<file path="src/rtl/elog_pkg.sv">
package elog_pkg;
   // flat index of the system-error detection bit (register 0, bit 7)
   localparam int SERR_BIT = 7;

   function automatic int addr_width(input int n);
      return (n > 1) ? $clog2(n) : 1;
   endfunction
endpackage

</file>
<file path="src/rtl/elog_bank.sv">
module elog_bank #(
   parameter int               REG_W = 8,
   parameter logic [REG_W-1:0] IMPL  = '1
) (
   input  logic             clk,
   input  logic             rst_n,
   input  logic             lock_i,
   input  logic [REG_W-1:0] set_i,
   input  logic [REG_W-1:0] clr_i,
   output logic [REG_W-1:0] det_o
);
   logic [REG_W-1:0] det_q;

   always_ff @(posedge clk) begin
      if (!rst_n)      det_q <= '0;
      else if (!lock_i) det_q <= set_i & IMPL;
      else             det_q <= det_q & ~clr_i;
   end

   assign det_o = det_q;

   AST_LOCK_NO_SET: assert property (@(posedge clk) disable iff (!rst_n)
      lock_i |=> ((det_o & ~$past(det_o)) == '0));
   AST_W1C: assert property (@(posedge clk) disable iff (!rst_n)
      lock_i |=> ((det_o & $past(clr_i)) == '0));
   AST_IDLE_LATCH: assert property (@(posedge clk) disable iff (!rst_n)
      !lock_i |=> (det_o == ($past(set_i) & IMPL)));
   AST_UNIMPL_ZERO: assert property (@(posedge clk) disable iff (!rst_n)
      (det_o & ~IMPL) == '0);
endmodule

</file>
<file path="src/rtl/elog_lock.sv">
module elog_lock #(
   parameter int NBITS = 24
) (
   input  logic [NBITS-1:0] det_i,
   output logic             lock_o
);
   assign lock_o = |det_i;
endmodule

</file>
<file path="src/rtl/elog_mcgen.sv">
module elog_mcgen #(
   parameter int               NBITS       = 24,
   parameter logic [NBITS-1:0] MC_MASK     = '0,
   parameter bit               NMI_PRESENT = 1'b1
) (
   input  logic [NBITS-1:0] det_i,
   input  logic             mc_en_i,
   input  logic             nmi_i,
   input  logic             nmi_en_i,
   output logic             mc_o
);
   logic det_mc;
   logic side_mc;

   assign det_mc = mc_en_i & (|(det_i & MC_MASK));

   if (NMI_PRESENT) begin : g_nmi
      assign side_mc = nmi_i & nmi_en_i;
   end else begin : g_no_nmi
      assign side_mc = 1'b0;
   end

   assign mc_o = det_mc | side_mc;
endmodule

</file>
<file path="src/rtl/elog_first_err.sv">
module elog_first_err #(
   parameter int  NUM_REGS    = 3,
   parameter int  REG_W       = 8,
   parameter logic [NUM_REGS*REG_W-1:0] IMPL_MASK = 24'h1B39F7,
   parameter logic [NUM_REGS*REG_W-1:0] MC_MASK   = 24'h000881,
   parameter bit  NMI_PRESENT = 1'b1,
   localparam int NBITS       = NUM_REGS * REG_W,
   localparam int AW          = elog_pkg::addr_width(NUM_REGS)
) (
   input  logic             clk,
   input  logic             rst_n,
   input  logic [NBITS-1:0] evt_i,
   input  logic [NBITS-1:0] evt_en_i,
   input  logic             mc_en_i,
   input  logic             nmi_i,
   input  logic             nmi_mc_en_i,
   input  logic [AW-1:0]    reg_addr_i,
   input  logic             reg_wr_i,
   input  logic [REG_W-1:0] reg_wdata_i,
   output logic [REG_W-1:0] reg_rdata_o,
   output logic             mc_o
);
   import elog_pkg::*;

   if (NUM_REGS < 1) begin : g_bad_regs
      $error("NUM_REGS must be at least 1");
   end
   if (REG_W < 1 || REG_W > 32) begin : g_bad_width
      $error("REG_W must be within 1..32");
   end

   logic [NBITS-1:0] det_flat;
   logic [NBITS-1:0] set_flat;
   logic             lock;

   assign set_flat = evt_i & evt_en_i;

   for (genvar r = 0; r < NUM_REGS; r++) begin : g_bank
      logic [REG_W-1:0] clr;
      assign clr = (reg_wr_i && (int'(reg_addr_i) == r)) ? reg_wdata_i : '0;

      elog_bank #(
         .REG_W (REG_W),
         .IMPL  (IMPL_MASK[r*REG_W +: REG_W])
      ) u_bank (
         .clk    (clk),
         .rst_n  (rst_n),
         .lock_i (lock),
         .set_i  (set_flat[r*REG_W +: REG_W]),
         .clr_i  (clr),
         .det_o  (det_flat[r*REG_W +: REG_W])
      );
   end

   elog_lock #(.NBITS(NBITS)) u_lock (
      .det_i  (det_flat),
      .lock_o (lock)
   );

   elog_mcgen #(
      .NBITS       (NBITS),
      .MC_MASK     (MC_MASK),
      .NMI_PRESENT (NMI_PRESENT)
   ) u_mc (
      .det_i    (det_flat),
      .mc_en_i  (mc_en_i),
      .nmi_i    (nmi_i),
      .nmi_en_i (nmi_mc_en_i),
      .mc_o     (mc_o)
   );

   always_comb begin
      reg_rdata_o = '0;
      for (int r = 0; r < NUM_REGS; r++) begin
         if (int'(reg_addr_i) == r) reg_rdata_o = det_flat[r*REG_W +: REG_W];
      end
   end

   AST_MC_QUIET: assert property (@(posedge clk) disable iff (!rst_n)
      (!mc_en_i && !(nmi_i && nmi_mc_en_i)) |-> !mc_o);
   AST_NMI_RAISE: assert property (@(posedge clk) disable iff (!rst_n)
      (NMI_PRESENT && nmi_i && nmi_mc_en_i) |-> mc_o);
   AST_SERR_MC: assert property (@(posedge clk) disable iff (!rst_n)
      (!lock && set_flat[SERR_BIT] && IMPL_MASK[SERR_BIT] && MC_MASK[SERR_BIT])
      |=> (mc_o || !mc_en_i));
   AST_RESUME_ONLY_EMPTY: assert property (@(posedge clk) disable iff (!rst_n)
      lock |=> ((det_flat & ~$past(det_flat)) == '0));
endmodule

</file>
<file path="config.mk">
export PLATFORM = sky130hd
export DESIGN_NAME = elog_first_err
export DESIGN_NICKNAME = d
export VERILOG_FILES = /design/src/rtl/elog_pkg.sv /design/src/rtl/elog_bank.sv /design/src/rtl/elog_lock.sv /design/src/rtl/elog_mcgen.sv /design/src/rtl/elog_first_err.sv
export SDC_FILE = /design/constraint.sdc
export NUM_CORES = 1
export LEC_CHECK = 0
export CAP_MARGIN = 20
export CORE_MARGIN = 1.5
export CORE_UTILIZATION = 41
export CTS_BUF_LIST = sky130_fd_sc_hd__clkbuf_4 sky130_fd_sc_hd__clkbuf_8 sky130_fd_sc_hd__clkbuf_16
export CTS_CLUSTER_DIAMETER = 50
export CTS_CLUSTER_SIZE = 28
export DETAILED_ROUTE_END_ITERATION = 8
export GPL_ROUTABILITY_DRIVEN = 0
export MAX_ROUTING_LAYER = met4
export PLACE_DENSITY = 0.83
export SLEW_MARGIN = 5
export SYNTH_ARGS = -nofsm -noshare
export SYNTH_HDL_FRONTEND = slang
export SYNTH_SLANG_ARGS = --single-unit
</file>
<file path="constraint.sdc">
create_clock -name clk -period 4.22 [get_ports clk]
set_input_delay 0.422 -clock clk [delete_from_list [all_inputs] [get_ports clk]]
set_output_delay 0.422 -clock clk [all_outputs]
set_load 0.01 [all_outputs]
</file>
==> impl_metrics.toml, run 1 <==
[yosys]
netlist_area_mm2 = 0.00130
syn_nets = 203
synth-seq-cells = 24
syn_area_per_cell_um2 = 9.37
ys_types = 23
yosysTopAreaCell = "dfxtp_1"
synth_warnings = 0
synthCells = 139
synth.top_cell.area_share = 0.369
ys_top_cells_by_area = "dfxtp_1 (37%), and4_1 (11%), a32o_2 (7.8%)"
yosysSeqAreaShare = 0.369

[die]
die_area_mm2 = 0.00352
die_w_um = 59.4
floorplan.initialDensity = 0.430
die_h_um = 59.4
rows = 20
core-area_mm2 = 0.00303
io_pins = 73

[clock_tree]
cts_sinks = 24
htree_levels = 1
cts_tree = "built"
cts_setup_buffers = 0
cts_hold_buffers = 0
cts_buffer_depth = 2
clockRootBuffer = "clkbuf_4"
cts.clk_slew.worst_paths_ns = 0.14
cts-buffers-inserted = 3
post_cts_resized = 0
clock_latency_ns = 0.31

[timing]
rsz0062_at_grt = "no"
period_share = 0.702
slew_viol_final = 0
clock_skew_ns = 0.000947
fin_tns_setup_ns = 0
hold_viol = 0
max_slew_margin = 0.472
tightest_slew_ns = 0.786
whs_ns = 0.515
worst_slack_ns = 1.26
max_freq_mhz = 337
setup_viol = 0
min_period_ns = 2.96

[cells_and_area]
mostFrequentLayoutCell = "clkdlybuf4s50_1"
fin_util = 0.626
num_antenna_cells = 0
final_cell_mix = "clkdlybuf4s50_1 (54), dfxtp_1 (24), nand2_1 (18)"
largest_reg_flops = 24
layout-drive-gt1-share = 0.102
area_growth_pct = 45.5
nNetsFinal = 251

[grt]
antenna_found_initial = 0
grt_pass1_vias = 1297
grt-ovfl-total = 0
grt_pass1_wl_um = 5910
grt_max_degree = 40
track_usage = 0.232

[place]
dp_hpwl_um = 2750
dp_slack_ns = 1.25
port-buffer-count = 54

[drt]
drtIter0Drc = 48
dr.pass1.iters = 4
ant_nets = 0
drc = 0
vias = 1298
via_per_inst = 5.64
wirelength_um = 3730
route.detailed.wl_per_inst_um = 16.2

[setup_path]
arrival_ns = 2.54
critical_path_class = "primary input to output port"
required_ns = 3.80
path_max_fanout = 12
crit_path_start_kind = "primary input"
worstSetupEndpointType = "output port"

[pwr]
vdd_drop_max_v = 0.000257
total_power_uw = 705
power_density_mw_per_mm2 = 372
p_leak_nw = 0.770

[run]
maxCapViolCount = 0

[outcome]
status = "finished, final reports clean"

[worst_hold_path]
hold_class = "flop to flop"
[final timing paths]
kind                                                 from                         to  slack [ns]  cells past startpoint
worst min register to register  g_bank[2].u_bank.det_o[7]  g_bank[2].u_bank.det_o[7]        0.51                      1
worst max register to register  g_bank[2].u_bank.det_o[6]  g_bank[2].u_bank.det_o[1]        2.35                      3
worst max-delay path                        reg_addr_i[0]             reg_rdata_o[4]        1.26                      5
worst min-delay path            g_bank[2].u_bank.det_o[7]  g_bank[2].u_bank.det_o[7]        0.51                      1
[critical path, stage by stage]
cell,delay (ns)
clkdlybuf4s50_1,0.74
nor2b_1,0.59
nand2_1,0.12
o21ai_1,0.11
clkdlybuf4s50_1,0.56
[synthesized netlist by cell type]
cell type	count
dfxtp_1	24
nand2_1	18
and4_1	16
a21boi_0	11
clkbuf_1	11
a32o_2	9
o21ai_1	9
and3_1	8
mux2i_1	8
a32o_1	6
a21boi_1	4
nor4_1	3
and3b_1	2
and3_2	1
buf_2	1
buf_6	1
inv_1	1
nor2_1	1
nor2b_1	1
nor3_1	1
nor3b_2	1
nor4_4	1
or4_4	1
[per-stage QoR]
| stage | std cells | cell area (µm²) |
|---|---|---|
| floorplan | 139 | 1300 |
| global placement | 225 | 1850 |
| detailed placement | 225 | 1850 |
| CTS | 229 | 1880 |
| global route | 230 | 1900 |
| finish | 230 | 1900 |
[report_power, final]
group          switching [mW]  internal, mW
Sequential             0.0269         0.257
Clock                  0.0711        0.0527
Combinational           0.152         0.146
[area by class of cell]
cell class / count / area [µm²]
fill: 247 / 1130
multi-input combinational: 101 / 761
timing repair buffer: 56 / 559
sequential: 24 / 480
tap: 44 / 55.1
clock buffer: 4 / 36.3
inverter: 1 / 3.75
[logic make-up (layout without fill, tap and decap cells)]
group / Yosys count / after routing / share of synthesized area
mux: 8 / 8 / 0.0615
buf+inv: 14 / 61 / 0.0471
flops: 24 / 24 / 0.369
compound gates: 39 / 39 / 0.245
simple gates: 54 / 54 / 0.278
[layer usage]
layer	track usage	wire (µm)	up-vias	share of wire
met5	-	0	-	0
met4	0.114	65	0	0.017
met3	0.00655	236	8	0.063
met2	0.381	1830	58	0.49
met1	0.294	1600	595	0.43
li1	-	-	637	-
No activity file was read; power rests on OpenSTA's default activity.
==> run 2, diff against run 1 <==
--- a/config.mk
+++ b/config.mk
@@ -7,14 +7,14 @@
 export LEC_CHECK = 0
 export CAP_MARGIN = 20
 export CORE_MARGIN = 1.5
-export CORE_UTILIZATION = 41
+export CORE_UTILIZATION = 38
 export CTS_BUF_LIST = sky130_fd_sc_hd__clkbuf_4 sky130_fd_sc_hd__clkbuf_8 sky130_fd_sc_hd__clkbuf_16
 export CTS_CLUSTER_DIAMETER = 50
 export CTS_CLUSTER_SIZE = 28
 export DETAILED_ROUTE_END_ITERATION = 8
 export GPL_ROUTABILITY_DRIVEN = 0
 export MAX_ROUTING_LAYER = met4
-export PLACE_DENSITY = 0.83
+export PLACE_DENSITY = 0.78
 export SLEW_MARGIN = 5
 export SYNTH_ARGS = -nofsm -noshare
 export SYNTH_HDL_FRONTEND = slang
==> constraint.sdc (replaced) <==
create_clock -name clk -period 3.02 [get_ports clk]
set_input_delay 0.302 -clock clk [delete_from_list [all_inputs] [get_ports clk]]
set_output_delay 0.302 -clock clk [all_outputs]
set_load 0.01 [all_outputs]
==> impl_metrics.toml, run 2 (synthesized netlist as in run 1, its figures left out) <==
[clock_tree]
htree_levels = 1
cts_buffer_depth = 2
cts_tree = "built"
cts-buffers-inserted = 3
clock_latency_ns = 0.31
cts_sinks = 24
cts.clk_slew.worst_paths_ns = 0.12
cts_setup_buffers = 0
post_cts_resized = 0
cts_hold_buffers = 0
clockRootBuffer = "clkbuf_4"

[grt]
grt_max_degree = 40
track_usage = 0.199
antenna_found_initial = 0
grt_pass1_wl_um = 5390
grt_pass1_vias = 1173
grt-ovfl-total = 0

[worst_hold_path]
worstHoldStart = "g_bank[2].u_bank.det_o[7]"
hold_class = "flop to flop"

[timing]
fin_tns_setup_ns = 0
max_slew_margin = 0.452
period_share = 0.775
tightest_slew_ns = 0.816
max_freq_mhz = 427
min_period_ns = 2.34
clock_skew_ns = 0.00937
whs_ns = 0.508
rsz0062_at_grt = "no"
setup_viol = 0
hold_viol = 0
slew_viol_final = 0

[die]
io_pins = 73
floorplan.initialDensity = 0.393
die_area_mm2 = 0.00379
die_h_um = 61.5
rows = 21
core-area_mm2 = 0.00331
die_w_um = 61.5

[setup_path]
path_max_fanout = 8
slowest_delay_ns = 0.55
required_ns = 2.72
worstSetupEndpointType = "output port"
crit_path_frequent_cell = "clkdlybuf4s50_1"
worst_path_dominant_cell_family = "buffers and inverters"
arrival_ns = 2.04
critPathLaunch = "reg_addr_i[1]"
cp_num_buf_inv = 2
critical_path_class = "primary input to output port"
path_cells = "clkdlybuf4s50_1 -> nor2b_1 -> nand2_1 -> o21ai_1 -> clkdlybuf4s50_1"
crit_path_start_kind = "primary input"
r2r_start = "g_bank[2].u_bank.det_o[6]"
crit_slowest_cell = "clkdlybuf4s50_1"

[drt]
dr.pass1.iters = 4
wirelength_um = 3510
via_per_inst = 5.43
drc = 0
vias = 1270
drtIter0Drc = 84
route.detailed.wl_per_inst_um = 15.0
ant_nets = 0

[cells_and_area]
largest_reg_flops = 24
mostFrequentLayoutCell = "clkdlybuf4s50_1"
nNetsFinal = 253
num_antenna_cells = 0
final_cell_count_no_fill = 234
layout-drive-gt1-share = 0.112
area_growth_pct = 46.6
final_cell_mix = "clkdlybuf4s50_1 (54), dfxtp_1 (24), nand2_1 (18)"

[run]
maxCapViolCount = 0

[pwr]
p_leak_nw = 0.779
vdd_drop_max_v = 0.000208
power_density_mw_per_mm2 = 511

[place]
dp_hpwl_um = 2630
port-buffer-count = 54
place_inst = 230

[outcome]
status = "finished, final reports clean"
-- run 2: changes by cell type in the layout (fill, tap and decap cells not counted), sizes merged --
cell | before | now
buf | 2 | 4
-- run 2: layout make-up --
class                           instances  area (µm²)
Clock buffer                            4        36.3
Inverter                                1        3.75
Tap cell                               46        57.6
Fill cell                             296        1400
Sequential cell                        24         480
Multi-Input combinational cell        101         761
Timing Repair Buffer                   58         571
-- run 2: power by group --
part,internal (mW),switching [mW],total (mW)
registers,0.358,0.0366,0.395
logic,0.205,0.208,0.412
clock network,0.0736,0.0950,0.169
total,0.637,0.339,0.976
-- run 2: stage by stage --
step           utilization  cell area (µm²)  total power [mW]  worst slack [ns]
2_1_floorplan            -             1300             0.673              1.55
3_3_place_gp         0.566             1870             0.806             0.717
3_5_place_dp         0.566             1870             0.815             0.701
4_1_cts              0.577             1910             0.980             0.680
5_1_grt              0.577             1910              1.03             0.543
6_report             0.577             1910             0.976             0.680
-- run 2: worst paths after layout --
path | end | slack, ns | depth (start not counted)
setup / recovery | reg_rdata_o[2] | 0.68 | 5
hold / removal | g_bank[2].u_bank.det_o[7] | 0.51 | 1
setup reg to reg | g_bank[2].u_bank.det_o[0] | 1.16 | 3
hold reg to reg | g_bank[2].u_bank.det_o[7] | 0.51 | 1
-- run 2: routing by layer --
layer / vias to the layer above / global-route usage / wire length [µm]
li1: 638 / - / -
met1: 586 / 0.262 / 1620
met2: 40 / 0.298 / 1640
met3: 6 / 0.0294 / 189
met4: 0 / 0.0942 / 57
met5: - / - / 0
-- run 2: worst register-to-register path, delay by kind of cell (launching register included) --
kind | cells | cell delay, ns
DFF | 1 | 0.35
AOI/OAI and AO/OA | 1 | 0.29
and+or+nand+nor | 2 | 1.18
